File: src/rtl/xbs_pkg.sv
package xbs_pkg;

   // Kind of the current machine cycle, captured at each cycle boundary
   typedef struct packed {
      logic xdata;
      logic code_rd;
      logic ext_exec;
   } cyc_kind_t;

   localparam cyc_kind_t KIND_NONE = '0;

   // Output strobe bundle
   typedef struct packed {
      logic ale;
      logic psen_n;
      logic wpu;
   } strobe_t;

   localparam strobe_t STROBE_IDLE = '{ale: 1'b0, psen_n: 1'b1, wpu: 1'b0};

endpackage

File: src/rtl/xbs_timebase.sv
module xbs_timebase #(
   parameter int STATES = 6,
   parameter int SW     = $clog2(STATES)
) (
   input  logic          clk,
   input  logic          arst_n,
   input  logic          srst,
   output logic          phase_o,
   output logic [SW-1:0] state_o,
   output logic          cyc_end_o
);

   localparam logic [SW-1:0] LAST = SW'(STATES - 1);

   logic          phase_q;
   logic [SW-1:0] state_q;

   // divide-by-two phase flop; the state advances after the second phase
   always_ff @(posedge clk or negedge arst_n) begin
      if (!arst_n) begin
         phase_q <= 1'b0;
         state_q <= '0;
      end else if (srst) begin
         phase_q <= 1'b0;
         state_q <= '0;
      end else begin
         phase_q <= ~phase_q;
         if (phase_q) begin
            state_q <= (state_q == LAST) ? '0 : state_q + 1'b1;
         end
      end
   end

   assign phase_o   = phase_q;
   assign state_o   = state_q;
   assign cyc_end_o = phase_q && (state_q == LAST);

endmodule

File: src/rtl/xbs_rst_filter.sv
module xbs_rst_filter #(
   parameter int LIMIT = 24,
   parameter int CW    = $clog2(LIMIT + 1)
) (
   input  logic clk,
   input  logic arst_n,
   input  logic rst_in,
   output logic active_o
);

   localparam logic [CW-1:0] TOP = CW'(LIMIT);

   logic [CW-1:0] cnt_q;

   // count consecutive high samples and stop at the limit
   always_ff @(posedge clk or negedge arst_n) begin
      if (!arst_n) begin
         cnt_q <= '0;
      end else if (!rst_in) begin
         cnt_q <= '0;
      end else if (cnt_q != TOP) begin
         cnt_q <= cnt_q + 1'b1;
      end
   end

   assign active_o = (cnt_q == TOP);

endmodule

File: src/rtl/xbs_dis_reg.sv
module xbs_dis_reg #(
   parameter int            AW   = 8,
   parameter int            DW   = 8,
   parameter logic [AW-1:0] ADDR = 8'h8E,
   parameter int            BIT  = 0
) (
   input  logic          clk,
   input  logic          arst_n,
   input  logic          srst,
   input  logic          we,
   input  logic [AW-1:0] addr,
   input  logic [DW-1:0] wdata,
   output logic [DW-1:0] rdata,
   output logic          dis_o
);

   logic dis_q;
   logic hit;
   logic unused_wbits;

   assign hit          = (addr == ADDR);
   assign unused_wbits = ^wdata;

   always_ff @(posedge clk or negedge arst_n) begin
      if (!arst_n) begin
         dis_q <= 1'b0;
      end else if (srst) begin
         dis_q <= 1'b0;
      end else if (we && hit) begin
         dis_q <= wdata[BIT];
      end
   end

   always_comb begin
      rdata = '0;
      if (hit) begin
         rdata[BIT] = dis_q;
      end
   end

   assign dis_o = dis_q;

endmodule

File: src/rtl/xbs_strobe_gen.sv
module xbs_strobe_gen
   import xbs_pkg::*;
#(
   parameter int STATES  = 6,
   parameter int SW      = $clog2(STATES),
   parameter bit REG_OUT = 1'b0
) (
   input  logic          clk,
   input  logic          arst_n,
   input  logic          phase,
   input  logic [SW-1:0] state,
   input  cyc_kind_t     kind,
   input  logic          lowpwr,
   input  logic          dis_force,
   input  logic          hold,
   output strobe_t       strb_o
);

   localparam int HALF = STATES / 2;

   logic [1:0] ale_h;
   logic [1:0] psen_h;
   logic       ale_any;
   logic       psen_low;
   strobe_t    strb_c;

   // each half of the machine cycle carries one latch pulse and one read slot
   for (genvar h = 0; h < 2; h++) begin : g_half
      localparam int BASE = h * HALF;
      logic in_ale;
      logic in_psen;
      assign in_ale  = ((state == SW'(BASE)) && phase) ||
                       ((state == SW'(BASE + 1)) && !phase);
      assign in_psen = ((state == SW'(BASE + 1)) && phase) ||
                       ((state >= SW'(BASE + 2)) && (state <= SW'(BASE + HALF - 1)));
      if (h == 0) begin : g_first
         assign ale_h[h] = in_ale;
      end else begin : g_second
         assign ale_h[h] = in_ale && !kind.xdata;
      end
      assign psen_h[h] = in_psen;
   end

   assign ale_any  = |ale_h;
   assign psen_low = kind.ext_exec && !kind.xdata && (|psen_h) && !lowpwr && !hold;

   always_comb begin
      strb_c.ale    = ale_any && !dis_force && !lowpwr && !hold;
      strb_c.psen_n = !psen_low;
      strb_c.wpu    = dis_force && !hold;
   end

   if (REG_OUT) begin : g_reg_out
      strobe_t strb_q;
      always_ff @(posedge clk or negedge arst_n) begin
         if (!arst_n) begin
            strb_q <= STROBE_IDLE;
         end else begin
            strb_q <= strb_c;
         end
      end
      assign strb_o = strb_q;
   end else begin : g_comb_out
      assign strb_o = strb_c;
   end

endmodule

File: src/rtl/xbus_strobe_seq.sv
module xbus_strobe_seq
   import xbs_pkg::*;
#(
   parameter int                STATES_PER_CYC   = 6,
   parameter int                PHASES_PER_STATE = 2,
   parameter int                RESET_MCYC       = 2,
   parameter int                SFR_AW           = 8,
   parameter int                SFR_DW           = 8,
   parameter logic [SFR_AW-1:0] DIS_ADDR         = 8'h8E,
   parameter int                DIS_BIT          = 0,
   parameter bit                REG_OUT          = 1'b0
) (
   input  logic              clk_osc,
   input  logic              arst_n,
   input  logic              rst_in,
   input  logic              cyc_xdata,
   input  logic              cyc_code_rd,
   input  logic              cyc_ext_exec,
   input  logic              mode_idle,
   input  logic              mode_pdown,
   input  logic              mode_emu,
   input  logic              sfr_we,
   input  logic [SFR_AW-1:0] sfr_addr,
   input  logic [SFR_DW-1:0] sfr_wdata,
   output logic [SFR_DW-1:0] sfr_rdata,
   output logic              ale,
   output logic              psen_n,
   output logic              ale_wpu
);

   localparam int CYC_CLKS = STATES_PER_CYC * PHASES_PER_STATE;
   localparam int RST_CLKS = RESET_MCYC * CYC_CLKS;
   localparam int SW       = $clog2(STATES_PER_CYC);

   // elaboration-time parameter checks
   if (PHASES_PER_STATE != 2) begin : g_chk_phase
      $error("phase stage is a divide-by-two; PHASES_PER_STATE must be 2");
   end
   if ((STATES_PER_CYC < 6) || (STATES_PER_CYC % 2 != 0)) begin : g_chk_states
      $error("STATES_PER_CYC must be even and at least 6");
   end
   if (RESET_MCYC < 1) begin : g_chk_rst
      $error("RESET_MCYC must be at least 1");
   end
   if ((DIS_BIT < 0) || (DIS_BIT >= SFR_DW)) begin : g_chk_bit
      $error("DIS_BIT outside the register width");
   end

   logic          rst_active;
   logic          phase;
   logic [SW-1:0] state;
   logic          cyc_end;
   logic          dis_q;
   cyc_kind_t     kind_q;
   logic          suspend;
   logic          lowpwr;
   logic          dis_force;
   strobe_t       strb;

   xbs_rst_filter #(.LIMIT(RST_CLKS)) u_rst (
      .clk      (clk_osc),
      .arst_n   (arst_n),
      .rst_in   (rst_in),
      .active_o (rst_active)
   );

   xbs_timebase #(.STATES(STATES_PER_CYC), .SW(SW)) u_tb (
      .clk       (clk_osc),
      .arst_n    (arst_n),
      .srst      (rst_active),
      .phase_o   (phase),
      .state_o   (state),
      .cyc_end_o (cyc_end)
   );

   xbs_dis_reg #(
      .AW   (SFR_AW),
      .DW   (SFR_DW),
      .ADDR (DIS_ADDR),
      .BIT  (DIS_BIT)
   ) u_dis (
      .clk    (clk_osc),
      .arst_n (arst_n),
      .srst   (rst_active),
      .we     (sfr_we),
      .addr   (sfr_addr),
      .wdata  (sfr_wdata),
      .rdata  (sfr_rdata),
      .dis_o  (dis_q)
   );

   // cycle type is taken once, on the edge that closes the machine cycle
   always_ff @(posedge clk_osc or negedge arst_n) begin
      if (!arst_n) begin
         kind_q <= KIND_NONE;
      end else if (rst_active) begin
         kind_q <= KIND_NONE;
      end else if (cyc_end) begin
         kind_q <= '{xdata: cyc_xdata, code_rd: cyc_code_rd, ext_exec: cyc_ext_exec};
      end
   end

   assign lowpwr    = mode_idle || mode_pdown;
   assign suspend   = kind_q.ext_exec || kind_q.xdata || kind_q.code_rd || lowpwr || mode_emu;
   assign dis_force = dis_q && !suspend;

   xbs_strobe_gen #(
      .STATES  (STATES_PER_CYC),
      .SW      (SW),
      .REG_OUT (REG_OUT)
   ) u_gen (
      .clk       (clk_osc),
      .arst_n    (arst_n),
      .phase     (phase),
      .state     (state),
      .kind      (kind_q),
      .lowpwr    (lowpwr),
      .dis_force (dis_force),
      .hold      (rst_active),
      .strb_o    (strb)
   );

   assign ale     = strb.ale;
   assign psen_n  = strb.psen_n;
   assign ale_wpu = strb.wpu;

endmodule

File: config.mk
export PLATFORM = sky130hd
export DESIGN_NAME = xbus_strobe_seq
export DESIGN_NICKNAME = d
export VERILOG_FILES = /design/src/rtl/xbs_pkg.sv /design/src/rtl/xbs_timebase.sv /design/src/rtl/xbs_rst_filter.sv /design/src/rtl/xbs_dis_reg.sv /design/src/rtl/xbs_strobe_gen.sv /design/src/rtl/xbus_strobe_seq.sv
export SDC_FILE = /design/constraint.sdc
export NUM_CORES = 1
export LEC_CHECK = 0
export CORE_ASPECT_RATIO = 0.8
export CORE_UTILIZATION = 40
export CTS_BUF_LIST = sky130_fd_sc_hd__clkbuf_4 sky130_fd_sc_hd__clkbuf_8
export CTS_CLUSTER_DIAMETER = 50
export DETAILED_ROUTE_END_ITERATION = 12
export PLACE_DENSITY = 0.77
export SKIP_CTS_REPAIR_TIMING = 1
export SYNTH_ARGS = -nofsm -noshare
export SYNTH_HDL_FRONTEND = slang
export SYNTH_SLANG_ARGS = --single-unit
File: constraint.sdc
create_clock -name clk_osc -period 3.4 [get_ports clk_osc]
set_clock_uncertainty 0.2 [all_clocks]
set_input_delay 0.85 -clock clk_osc [delete_from_list [all_inputs] [get_ports clk_osc]]
set_output_delay 0.85 -clock clk_osc [all_outputs]
set_load 0.1 [all_outputs]
==> impl_results.md, run 1 <==
* Clock root buffer: clkbuf_4
* Cell chain of the critical path: clkdlybuf4s50_1 > nor4_1 > nand3_1 > o2111a_1 > buf_12
* R2r startpoint: u_rst.cnt_q[0]
* Htree depth at 1
* Top FF cell, synth: dfrtp_1
* Int Pwr at 234.1 µW
* Sw Share at 0.3291
* Mapped Area at 855.8 µm²
* DR iter-0 viols at 14
* Post-placement cell count at 132
* Post-route cell area at 1134 µm²
* Max-cap violations at 0
* EDFF count, synth at 0
* Ports at 37
* Largest net degree at the start of global routing at 14
* Yosys reg bits at 13
* Post-route insts no fill at 136
* NumNets Final at 142
* Die Ht at 43.37 µm
* GR Util All Layers at 0.1701
* Outcome: complete, no violations
* Clock sink total at 13
* Synth Warn # at 0
* Net Sw Power at 114.8 µW
* Pleak at 0.5128 nW
* Drt drc at 0
* Synth top cells by count: dfrtp_1, nor2_1, buf_4
* Gpl congestion at 0.7262
* CTS tree: built
* Hold Crit Start: kind_q[1]
* Final hold slack at 0.3579 ns
* Synth top area cells: dfrtp_1, buf_4, mux2i_1
* DIE WIDTH at 53.72 µm
* Sequential area share after synthesis at 0.3801
* Vias/cell at 5.096
* CP max-delay cell: clkdlybuf4s50_1
* CP max stage delay at 0.46 ns
* Share of cells above drive strength 1 at 0.1429
* Detail Placement HPWL at 1.403 mm
* Gr ovfl total at 0
* Drt first pass iters at 4
* Peak VDD IR at 0.2474 mV
* DIE AREA at 2330 µm²
* Count leader, synth: dfrtp_1
* Post-synth top area cell: dfrtp_1
* Ys async rst share at 1.000
* Row count at 14
* Worst skew pair latency at 0.28 ns
* Wire length on met1 at 716 µm
* Post-DP Area at 1106 µm²
* Ant diodes at 0
* DR top layer: met4
* Hold Crit Class: flop to flop
* Sum Neg Setup Slack at 0 ns
* Slew at the pin closest to its max-slew limit at 0.5718 ns
* Max Freq at 0.3171 GHz
* TritonCTS buffer count at 3
* Final Slew Violations at 0
* Total power per unit cell area at 307.8 nW/µm²
* Reg power frac at 0.476
* DR vias at 693
* Global-route wire length before repair at 2.773 mm
* CTS Buffer Depth at 2
* Core Box Area at 1944 µm²
* # setup viols final at 0
* Fin util at 0.5830
* Clk slew on worst S/H paths at 0.08 ns
* Metal2 WL at 870 µm
* Comb pwr share at 0.252
* Vias in the first global route at 649
* Crit share post-route at 0.9275
* Gate Count Post-Synth at 92
* Post-layout min period at 3.154 ns
* Share of the synthesized area in the top cell type at 0.3801
* Synth cell types at 35
* Final Hold Vio Count at 0
* Starting density of the core at 0.4402
* Area Overhead vs Synth at 32.46%
* Critical Path RT at 2.35 ns
* Setup crit start: mode_pdown
* RSZ-0062 raised after global routing: false
* Clk pwr share at 0.273
* PortBufs at 22
* Routed WL at 1.762 mm
* Critical path peak fanout at 2
* CP startpoint kind: primary input
* WL/cell at 12.96 µm
* Avg Synthesized Cell Area at 9.302 µm²
* Antenna Violating Nets Remaining at 0
* Max-slew headroom at 0.6176
* DR WL met3 at 144 µm
* Worst setup path class: primary input to output port
* Initial antenna violation count at 0
* Crit end category: output port
* Arrival time worst endpoint at 2.10 ns
==> final timing paths <==
check	end	cells past startpoint	slack, ns
worst min-delay path	kind_q[1]	2	0.36
min in group asynchronous	u_rst.cnt_q[3]	1	0.73
worst min register to register	kind_q[1]	2	0.36
max in group asynchronous	u_tb.state_o[1]	1	1.89
worst max register to register	u_rst.cnt_q[1]	5	1.69
worst max-delay path	ale	5	0.25
==> cell usage in the layout (no fill, tap or decap), types with 2 or more instances in the layout <==
cell type        count
clkdlybuf4s50_1     18
dfrtp_1             13
nor2_1               8
nand2_1              7
conb_1               7
inv_1                6
mux2i_1              5
buf_12               4
nand4b_1             3
nand3_1              3
xnor2_1              3
ha_1                 3
clkbuf_4             3
nand2b_1             2
a21oi_1              2
o21ai_0              2
and2_1               2
and3_1               2
==> sequential cells by signal (all words and copies together) (netlist names) <==
name / cells
u_dis.dis_o: 1
kind_q: 3
u_tb.state_o: 3
u_rst.cnt_q: 5
u_tb.phase_o: 1
==> cell type report <==
| cell class | instances | area, µm² |
|---|---|---|
| inverter | 6 | 22.52 |
| tap | 24 | 30.03 |
| sequential | 13 | 325.3 |
| timing repair buffer | 22 | 260.3 |
| clock buffer | 3 | 22.52 |
| multi-input combinational | 67 | 467.9 |
| fill | 170 | 810.8 |
| clock inverter | 1 | 5.005 |
==> routing by layer <==
layer | up-vias | GRT usage
met5 | - | 0
met3 | 4 | 0.05965
met2 | 34 | 0.2765
met1 | 320 | 0.2059
met4 | 0 | 0.06316
li1 | 335 | -
==> through the flow <==
stage	setup slack [ns]	total power [mW]
2_1_floorplan	0.1254	0.2296
6_report	0.2463	0.3489
4_1_cts	0.2577	0.3512
3_5_place_dp	0.2662	0.2570
5_1_grt	0.1610	0.3610
3_3_place_gp	0.2769	0.2536
==> worst max-delay path: cells and delay by family <==
| family | cells | cell delay [ns] |
|---|---|---|
| buf+inv | 2 | 0.63 |
| compound gates | 1 | 0.17 |
| simple gates | 2 | 0.45 |
==> cells by family after synthesis <==
kind of cell    share of synthesized area
flops                              0.3801
buf+inv                            0.1272
mux                               0.05848
xor+xnor                          0.04094
fa+ha+maj                         0.05556
compound gates                    0.07603
simple gates                       0.2573
other cells                      0.004382
==> power by group through the flow <==
stage / combinational (mW) / clock, mW / sequential, mW
2_1_floorplan: 0.0626 / 0 / 0.167
3_3_place_gp: 0.0849 / 0 / 0.169
3_5_place_dp: 0.0882 / 0 / 0.169
4_1_cts: 0.0886 / 0.0968 / 0.166
5_1_grt: 0.0932 / 0.101 / 0.167
6_report: 0.0879 / 0.0951 / 0.166
No activity file was read; power rests on OpenSTA's default activity.
==> inputs of run 2 (changes only) <==
Settings changed: TNS_END_PERCENT set to 50.
==> run 2 against run 1 <==
Compared with the run above: cell area is 0.55% lower; first-iteration DRC count is 29% lower; global-route usage up 0.89 points; critical path depth unchanged; largest cell class unchanged; sequential cell count unchanged; power up 1.7%; core utilization down 0.32 points; sequential share of layout area rose by 0.16 points; combinational power shrank 2%; setup slack got worse by 0.038 ns; clock power grew 7%.
==> impl_results.md, run 2 (synthesis gave the netlist of run 1 again) <==
* Clock sink total at 13
* Fin util at 0.5798
* Peak VDD IR at 0.2578 mV
* DR iter-0 viols at 10
* Vias in the first global route at 646
* Arrival time worst endpoint at 2.14 ns
* Antenna Violating Nets Remaining at 0
* Drt drc at 0
* Net Sw Power at 111.2 µW
* Final Hold Vio Count at 0
* NumNets Final at 142
* Core Box Area at 1944 µm²
* Reg2Reg Setup Slack at 1.70 ns
* Area Overhead vs Synth at 31.72%
* Die Ht at 43.37 µm
* Gr ovfl total at 0
* Total power at 354.8 µW
* Ports at 37
* WL/cell at 12.78 µm
* DR vias at 692
* Vias/cell at 5.088
* GR Util All Layers at 0.1790
* Number of flip-flops under the largest register name at 5
* TritonCTS buffer count at 3
* Crit share post-route at 0.9387
* Post-route insts no fill at 136
* Max-cap violations at 0
* Most flop-heavy register: u_rst.cnt_q
* Share of cells above drive strength 1 at 0.1250
* PortBufs at 22
* Largest net degree at the start of global routing at 14
* Drt first pass iters at 4
* Post-DP Area at 1097 µm²
* Worst skew pair latency at 0.27 ns
* Most frequent cells in the layout: clkdlybuf4s50_1, dfrtp_1, nor2_1
* Clock root buffer: clkbuf_4
* Max-slew headroom at 0.6095
* Post-route setup slack at 0.2084 ns
* Post-layout min period at 3.192 ns
* CP max-delay cell: clkdlybuf4s50_1
* CP startpoint kind: primary input
* Starting density of the core at 0.4402
* # setup viols final at 0
* Clk pwr share at 0.289
* CP max stage delay at 0.43 ns
* Final Slew Violations at 0
* Initial antenna violation count at 0
* Post-placement cell count at 132
* Sw Share at 0.3134
* RSZ-0062 raised after global routing: false
* Total power per unit cell area at 314.7 nW/µm²
* Pleak at 0.5139 nW
* Hold Crit Class: flop to flop
* Routed WL at 1.738 mm
* Most common cell after layout, fill and taps aside: clkdlybuf4s50_1
* Outcome: complete, no violations
* CTS Buffer Depth at 2
* Htree depth at 1
* Comb pwr share at 0.244
* Global-route wire length before repair at 2.898 mm
* DIE WIDTH at 53.72 µm
* Ant diodes at 0
* Gpl congestion at 0.7660
* CTS tree: built
* Post-route cell area at 1127 µm²
* Max Freq at 0.3133 GHz
* Critical Path RT at 2.35 ns
* Row count at 14
* Slew at the pin closest to its max-slew limit at 0.5840 ns
* Reg power frac at 0.468
* Int Pwr at 243.6 µW
* Detail Placement HPWL at 1.381 mm
* Crit end category: output port
* Worst setup path class: primary input to output port
* Clk slew on worst S/H paths at 0.08 ns
* Pre-CTS setup slack at 0.1976 ns
* Critical path peak fanout at 2
* DIE AREA at 2330 µm²
* Cell chain of the critical path: clkdlybuf4s50_1 > nor4_1 > nand3_1 > nor2_1 > buf_12
[run 2: cell types whose count changed in the layout (fill, tap and decap cells not counted)]
cell	change
nor2_2	-1
o2111ai_1	+1
clkbuf_4	+1
nor2_1	+1
o2111ai_2	-1
clkinv_2	-1
[run 2: area by class of cell]
type / count / area [µm²]
inverter: 6 / 22.52
timing repair buffer: 22 / 260.3
sequential: 13 / 325.3
fill: 164 / 817.0
tap: 24 / 30.03
multi-input combinational: 67 / 459.2
clock buffer: 4 / 30.03
[run 2: final timing paths]
path                                     start        endpoint  depth (start not counted)
worst max-delay path                mode_pdown         ale_wpu                          5
worst min-delay path                 kind_q[0]       kind_q[0]                          2
worst max register to register  u_rst.cnt_q[0]  u_rst.cnt_q[1]                          5
worst min register to register       kind_q[0]       kind_q[0]                          2
max in group asynchronous               arst_n       kind_q[0]                          1
min in group asynchronous               arst_n  u_rst.cnt_q[1]                          1
[run 2: stage by stage]
step	hold WS, ns	setup TNS (ns)
floorplan	0.2911	-0.1537
CTS	0.3758	0
detailed placement	0.3574	0
finish	0.3725	0
global placement	0.3237	0
global route	0.3983	0
[run 2: routing by layer]
layer | GRT usage | vias to the layer above | routed length [µm]
met5 | 0 | - | 0
met4 | 0.1105 | 0 | 36
met3 | 0.02456 | 4 | 104
met2 | 0.3062 | 26 | 856
met1 | 0.2081 | 322 | 740
li1 | - | 340 | -
[run 2: worst max-delay path: cells and delay by family]
| kind | cells | cell delay [ns] |
|---|---|---|
| and+or+nand+nor | 3 | 0.65 |
| buffers and inverters | 2 | 0.64 |
[run 2: power by group through the flow]
stage / logic (mW) / registers, mW / clock network [mW]
3_3_place_gp: 0.0850 / 0.168 / 0
3_5_place_dp: 0.0867 / 0.169 / 0
5_1_grt: 0.0926 / 0.167 / 0.115
6_report: 0.0864 / 0.166 / 0.102
2_1_floorplan: 0.0623 / 0.167 / 0
4_1_cts: 0.0871 / 0.166 / 0.107
